<file path="config.mk">
export PLATFORM = sky130hd
export DESIGN_NAME = prot_latch_ctrl
export DESIGN_NICKNAME = d
export VERILOG_FILES = /design/src/rtl/plc_pkg.sv /design/src/rtl/plc_data_latch.sv /design/src/rtl/plc_oc_filter.sv /design/src/rtl/plc_out_gate.sv /design/src/rtl/prot_latch_ctrl.sv
export SDC_FILE = /design/constraint.sdc
export NUM_CORES = 1
export LEC_CHECK = 0
export ABC_AREA = 1
export ABC_CLOCK_PERIOD_IN_PS = 2100
export BUFFER_PORTS_ARGS = -buffer_cell sky130_fd_sc_hd__buf_2
export CAP_MARGIN = 5
export CORE_ASPECT_RATIO = 0.9
export CORE_MARGIN = 1
export CORE_UTILIZATION = 45
export DETAILED_ROUTE_END_ITERATION = 8
export GPL_TIMING_DRIVEN = 0
export SYNTH_ARGS = -nofsm -noshare
export SYNTH_HDL_FRONTEND = slang
export SYNTH_SLANG_ARGS = --single-unit
export TNS_END_PERCENT = 1
</file>
<file path="constraint.sdc">
create_clock -name clk -period 2.1 [get_ports clk]
set_clock_uncertainty 0.2 [all_clocks]
set_input_delay 0.21 -clock clk [delete_from_list [all_inputs] [get_ports clk]]
set_output_delay 0.21 -clock clk [all_outputs]
set_load 0.02 [all_outputs]
</file>
<file path="src/rtl/plc_pkg.sv">
// Package: shared helpers for the protected latched output controller.
// Assumes time values are integers in nanoseconds.
package plc_pkg;

    // Number of whole clock cycles that cover a time window (at least 1).
    function automatic int window_cycles(input int window_ns, input int period_ns);
        int n;
        n = window_ns / period_ns;
        return (n < 1) ? 1 : n;
    endfunction

endpackage

</file>
<file path="src/rtl/plc_data_latch.sv">
// Module: bank of data latches, modelled as clocked registers.
// A wipe empties the bank and takes priority over load; load captures din.
// Assumes synchronous active-low reset.
module plc_data_latch #(
    parameter int NUM_CH = 8
) (
    input  logic              clk,
    input  logic              rst_n,
    input  logic              load,
    input  logic              wipe,
    input  logic [NUM_CH-1:0] din,
    output logic [NUM_CH-1:0] lat_q
);

    // Capture, wipe or hold the latch bank.
    always_ff @(posedge clk) begin
        if (!rst_n || wipe)
            lat_q <= '0;
        else if (load)
            lat_q <= din;
    end


    property wipe_empties_p;
        @(posedge clk) disable iff (!rst_n) wipe |=> (lat_q == '0);
    endproperty
    wipe_empties_chk: assert property (wipe_empties_p);


    property hold_when_idle_p;
        @(posedge clk) disable iff (!rst_n) (!load && !wipe) |=> $stable(lat_q);
    endproperty
    hold_when_idle_chk: assert property (hold_when_idle_p);

endmodule

</file>
<file path="src/rtl/plc_oc_filter.sv">
// Module: one channel's overcurrent debounce counter and fault latch.
// The fault is set after FILT_CYCLES consecutive high samples. A low sample
// restarts the count. clr (disable or undervoltage) empties count and fault.
// Assumes FILT_CYCLES >= 1 and a synchronous active-low reset.
module plc_oc_filter #(
    parameter int FILT_CYCLES = 200
) (
    input  logic clk,
    input  logic rst_n,
    input  logic clr,
    input  logic sense,
    output logic fault
);

    localparam int CW = $clog2(FILT_CYCLES + 1);
    localparam logic [CW-1:0] LAST = CW'(FILT_CYCLES - 1);

    logic [CW-1:0] cnt;

    // Count consecutive high samples and latch the fault on expiry.
    always_ff @(posedge clk) begin
        if (!rst_n || clr) begin
            cnt   <= '0;
            fault <= 1'b0;
        end else if (!sense) begin
            cnt <= '0;
        end else if (!fault) begin
            if (cnt == LAST)
                fault <= 1'b1;
            else
                cnt <= cnt + 1'b1;
        end
    end


    property no_set_after_low_p;
        @(posedge clk) disable iff (!rst_n) !sense |=> !$rose(fault);
    endproperty
    no_set_after_low_chk: assert property (no_set_after_low_p);


    property fault_clears_on_clr_p;
        @(posedge clk) disable iff (!rst_n) $fell(fault) |-> $past(clr);
    endproperty
    fault_clears_on_clr_chk: assert property (fault_clears_on_clr_p);


    property clr_wins_p;
        @(posedge clk) disable iff (!rst_n) clr |=> !fault;
    endproperty
    clr_wins_chk: assert property (clr_wins_p);

endmodule

</file>
<file path="src/rtl/plc_out_gate.sv">
// Module: combines the latch data, channel faults and global shut-offs into
// the drive enables and the active-low flag. Purely combinational.
module plc_out_gate #(
    parameter int NUM_CH = 8
) (
    input  logic              clk,
    input  logic              rst_n,
    input  logic [NUM_CH-1:0] lat_q,
    input  logic [NUM_CH-1:0] fault_vec,
    input  logic              dis_rst,
    input  logic              uv,
    input  logic              ot,
    output logic [NUM_CH-1:0] drive,
    output logic              flag_n
);

    logic all_off;

    // Gate each latch by its own fault and by the global shut-off sources.
    always_comb begin
        all_off = dis_rst | uv | ot;
        drive   = lat_q & ~fault_vec & {NUM_CH{~all_off}};
        flag_n  = ~((|fault_vec) | ot);
    end


    property dis_forces_off_p;
        @(posedge clk) disable iff (!rst_n) dis_rst |-> (drive == '0);
    endproperty
    dis_forces_off_chk: assert property (dis_forces_off_p);


    property ot_forces_off_p;
        @(posedge clk) disable iff (!rst_n) ot |-> (drive == '0 && !flag_n);
    endproperty
    ot_forces_off_chk: assert property (ot_forces_off_p);


    property fault_lowers_flag_p;
        @(posedge clk) disable iff (!rst_n) (fault_vec != '0) |-> !flag_n;
    endproperty
    fault_lowers_flag_chk: assert property (fault_lowers_flag_p);


    property uv_forces_off_p;
        @(posedge clk) disable iff (!rst_n) uv |-> (drive == '0);
    endproperty
    uv_forces_off_chk: assert property (uv_forces_off_p);

endmodule

</file>
<file path="src/rtl/prot_latch_ctrl.sv">
// Module: top of the protected latched output controller. It holds the data
// latch bank, one overcurrent filter per channel and the output gating.
// Assumes one clock domain and sense inputs already synchronised.
module prot_latch_ctrl #(
    parameter int NUM_CH        = 8,
    parameter int FILTER_NS     = 2000,
    parameter int CLK_PERIOD_NS = 10
) (
    input  logic              clk,
    input  logic              rst_n,
    input  logic [NUM_CH-1:0] din,
    input  logic              load,
    input  logic              wipe,
    input  logic              dis_rst,
    input  logic [NUM_CH-1:0] oc_sense,
    input  logic              ot,
    input  logic              uv,
    output logic [NUM_CH-1:0] drive,
    output logic              flag_n
);

    localparam int FILT_CYCLES = plc_pkg::window_cycles(FILTER_NS, CLK_PERIOD_NS);

    logic [NUM_CH-1:0] lat_q;
    logic [NUM_CH-1:0] fault_vec;
    logic              fault_clr;

    // Undervoltage behaves exactly like the disable/reset control.
    assign fault_clr = dis_rst | uv;

    plc_data_latch #(.NUM_CH(NUM_CH)) u_latch (
        .clk   (clk),
        .rst_n (rst_n),
        .load  (load),
        .wipe  (wipe),
        .din   (din),
        .lat_q (lat_q)
    );

    for (genvar ch = 0; ch < NUM_CH; ch++) begin : g_filt
        plc_oc_filter #(.FILT_CYCLES(FILT_CYCLES)) u_filt (
            .clk   (clk),
            .rst_n (rst_n),
            .clr   (fault_clr),
            .sense (oc_sense[ch]),
            .fault (fault_vec[ch])
        );
    end

    plc_out_gate #(.NUM_CH(NUM_CH)) u_gate (
        .clk       (clk),
        .rst_n     (rst_n),
        .lat_q     (lat_q),
        .fault_vec (fault_vec),
        .dis_rst   (dis_rst),
        .uv        (uv),
        .ot        (ot),
        .drive     (drive),
        .flag_n    (flag_n)
    );


    property fault_only_with_sense_p;
        @(posedge clk) disable iff (!rst_n)
            (fault_vec & ~$past(fault_vec) & ~$past(oc_sense)) == '0;
    endproperty
    fault_only_with_sense_chk: assert property (fault_only_with_sense_p);

endmodule

</file>
==> out/summary.log <==
INFO  global_route   grt_pass1_wl=18200um
INFO  clock_tree     post_cts_resize_count=0
INFO  sta            setup_viol=0
INFO  clock_tree     cts.sinks=80
INFO  route          dr.first_iter.drc_count=168
INFO  sta            grt_setup_unrepaired=false
INFO  critical_path  worstPathCellList=bufinv_8 > nand4_1 > nor3_1 > buf_2
INFO  critical_path  worst_r2r_path_depth=7
INFO  floorplanning  die_w=108um
INFO  critical_path  critPathTopFamily=buffers and inverters
INFO  logic_synthesis synthesis.instances=730
INFO  logic_synthesis synth.cell_area=4590squm
INFO  clock_tree     hold_fix_buffer_count_after_cts=16
INFO  route          drt_pass1_iterations=5
INFO  place          gp_congestion=0.844
INFO  route          detail-route-antenna-nets=0
INFO  critical_path  worst_ep_required_time=1.69ns
INFO  route          via_count=4348
INFO  logic_synthesis yosysWarningCount=0
INFO  logic_synthesis synth_sequential_area_ratio=34.9%
INFO  sta            final.period_utilization=89.5%
INFO  clock_tree     cts-buffers-inserted=9
INFO  sta            worstMarginPinSlew=0.457ns
INFO  power          power_density=644nW/um^2
INFO  critical_path  worst_ep_arrival_time=1.47ns
INFO  critical_path  crit_path_class=register to output port
INFO  place          dp.cells=886
INFO  clock_tree     cts_post_setup_buffers_inserted=0
INFO  clock_tree     cts_tree=built
INFO  logic_synthesis synth_async_sr_flop_share=0%
INFO  final_layout   layoutNonFillerInstCount=918
INFO  sta            period_needed=1.88ns
INFO  sta            timing_max_transition_violations_final=0
INFO  critical_path  critPathSlowestCell=dfxtp_1
INFO  route          via_density=4.74
INFO  global_route   grt_overflow=0
INFO  route          post_drt_wl_per_cell=11.4um
INFO  floorplanning  pin_count=32
INFO  run            cap_violations=0
INFO  logic_synthesis syn_nets=765
INFO  critical_path  worst-path-buf-inv=2
INFO  final_layout   antennaDiodeCount=0
INFO  critical_path  type_of_destination_of_the_critical_path=output port
INFO  power          peak_supply_drop=0.554mV
INFO  global_route   pin_count_of_the_biggest_net_entering_global_routing=15
INFO  logic_synthesis netlist.top_cell.by_area=dfxtp_1
INFO  logic_synthesis synth.area.top_cells=dfxtp_1 35%, nand2_1 21%, nor2_1 9.7%, inv_1 6.1%, a21oi_1 5.9%
INFO  critical_path  worst_reg2reg_setup_slack=0.49ns
INFO  sta            finalHoldViolations=0
INFO  clock_tree     cts_htree_levels=3
INFO  critical_path  crit_path_start_kind=register
INFO  critical_path  cp_num_cells=4
INFO  logic_synthesis synthDistinctLibCells=23
INFO  floorplanning  core.rowCount=34
INFO  logic_synthesis synth_seq_cells=80
INFO  global_route   gr-usage-all-layers=21.4%
INFO  route          routed_wl=10500um
INFO  global_route   antenna_violations_before_repair=0
INFO  floorplanning  core-area=9780squm
INFO  logic_synthesis yosysMostFrequentCell=nand2_1
INFO  floorplanning  die_area=10600squm
INFO  sta            fmax=0.532GHz
INFO  logic_synthesis edff_count_synth=0
INFO  floorplanning  dieHeight=97.8um
INFO  final_layout   drive_above_1_share=11.2%
INFO  final_layout   layout_cell_area_excl_fill=5410squm
INFO  sta            timing.max_slew.rel_slack=69.6%
INFO  logic_synthesis netlist_top_cells_count=251 x nand2_1, 119 x nor2_1, 80 x dfxtp_1
INFO  final_layout   design.final.nets=822
INFO  clock_tree     clkSlewWorstSetupHoldPaths=0.06ns
INFO  place          hpwl=7570um
INFO  route          drc=0
INFO  critical_path  critical_path_peak_fanout=7
INFO  floorplanning  initial_core_util=46.9%
INFO  clock_tree     worst_skew_pair.late_latency=0.33ns
INFO  final_layout   finished_core_util=55.3%
INFO  power          total_leakage_power=2.26nW
INFO  sta            final.setup.tns=0ns
INFO  power          total_power=3.49mW
INFO  global_route   grt_pass1_vias=4096
INFO  logic_synthesis synth.top_cell.area_share=34.9%
INFO  outcome        outcome=completed
INFO  hold_path      hold_path_class=input port to register
INFO  place          post_place_cell_area=4900squm
INFO  logic_synthesis postSynthAreaPerCell=6.29squm
INFO  hold_path      count_of_cells_along_the_worst_hold_path=3
INFO  final_layout   nFillCells=1015
INFO  place          number_of_input_and_output_port_buffers_inserted=30
INFO  clock_tree     ctsLongestPathBuffers=2
INFO  clock_tree     cts-root-buf=clkbuf_16
INFO  critical_path  cp_slowest_stage_delay=0.33ns
INFO  logic_synthesis ys_dominant_reg_cell=dfxtp_1
INFO  final_layout   area_growth_syn_to_layout=17.9%
[worst min-delay path, stage by stage]
cell	delay (ns)
clkbuf_1	0.22
nand2_1	0.12
a21oi_1	0.05
[registers in the layout (all words and copies together), names as in the netlist]
register,flops
g_filt.u_filt.fault,8
u_latch.lat_q,8
g_filt.u_filt.cnt,64
[per-layer routing]
layer	wire length, um	up-vias	GRT usage [%]
met5	0	-	0
met4	59	0	4.05
met3	322	4	5.47
met2	4910	49	35.4
met1	5190	1914	28.3
li1	-	2381	-
[cell type report]
| class | count | area [sq um] | area share, % |
|---|---|---|---|
| Buffer | 8 | 43.8 | 0.809 |
| Timing Repair Buffer | 46 | 310 | 5.73 |
| Multi-Input combinational cell | 554 | 2600 | 48.1 |
| Tap cell | 126 | 158 | 2.91 |
| Sequential cell | 80 | 1600 | 29.6 |
| Clock inverter | 6 | 115 | 2.13 |
| Clock buffer | 10 | 239 | 4.41 |
| Inverter | 88 | 344 | 6.36 |
[power by group]
group | internal (mW) | switching [mW] | leakage (nW)
sequential | 1.53 | 0.00761 | 0.645
clock | 1.20 | 0.644 | 0.169
combinational | 0.0492 | 0.0602 | 1.44
total | 2.78 | 0.711 | 2.26
[path summary, 6_finish.rpt]
| path | from | end |
|---|---|---|
| worst max-delay path | g_filt[3].u_filt.fault | flag_n |
| worst min-delay path | load | u_latch.lat_q[4] |
| worst max register to register | g_filt[2].u_filt.cnt[1] | g_filt[2].u_filt.cnt[7] |
| worst min register to register | u_latch.lat_q[3] | u_latch.lat_q[3] |
[placed cells by master, fill, tap and decap left out, drive strengths merged]
master and n:
ha 12, dlygate4sd3 16, clkbuf 11, nor3 1, xor2 24, nand3b 6
nand4 12, nand2 263, dfxtp 80, o21ai 16, a21oi 54, clkinvlp 1
inv 88, buf 37, nor2 129, nand3 37, clkinv 1, bufinv 4
[logic make-up (layout without fill, tap and decap cells)]
group | Yosys count | after routing | synth area share (%)
and+or+nand+nor | 448 | 448 | 41.2
AOI/OAI and AO/OA | 70 | 70 | 7.63
xor gates and xnor gates | 24 | 24 | 4.58
buffers and inverters | 96 | 158 | 8.45
adders and majority gates | 12 | 12 | 3.27
DFF | 80 | 80 | 34.9
[through the flow]
step	hold slack, ns	setup slack (ns)
after global placement	0.249	0.458
after global routing	0.131	0.102
after CTS	0.0998	0.176
after detailed placement	0.254	0.481
final	0.114	0.220
after floorplan	0.150	0.635
Power figures use the tool's default switching activity.
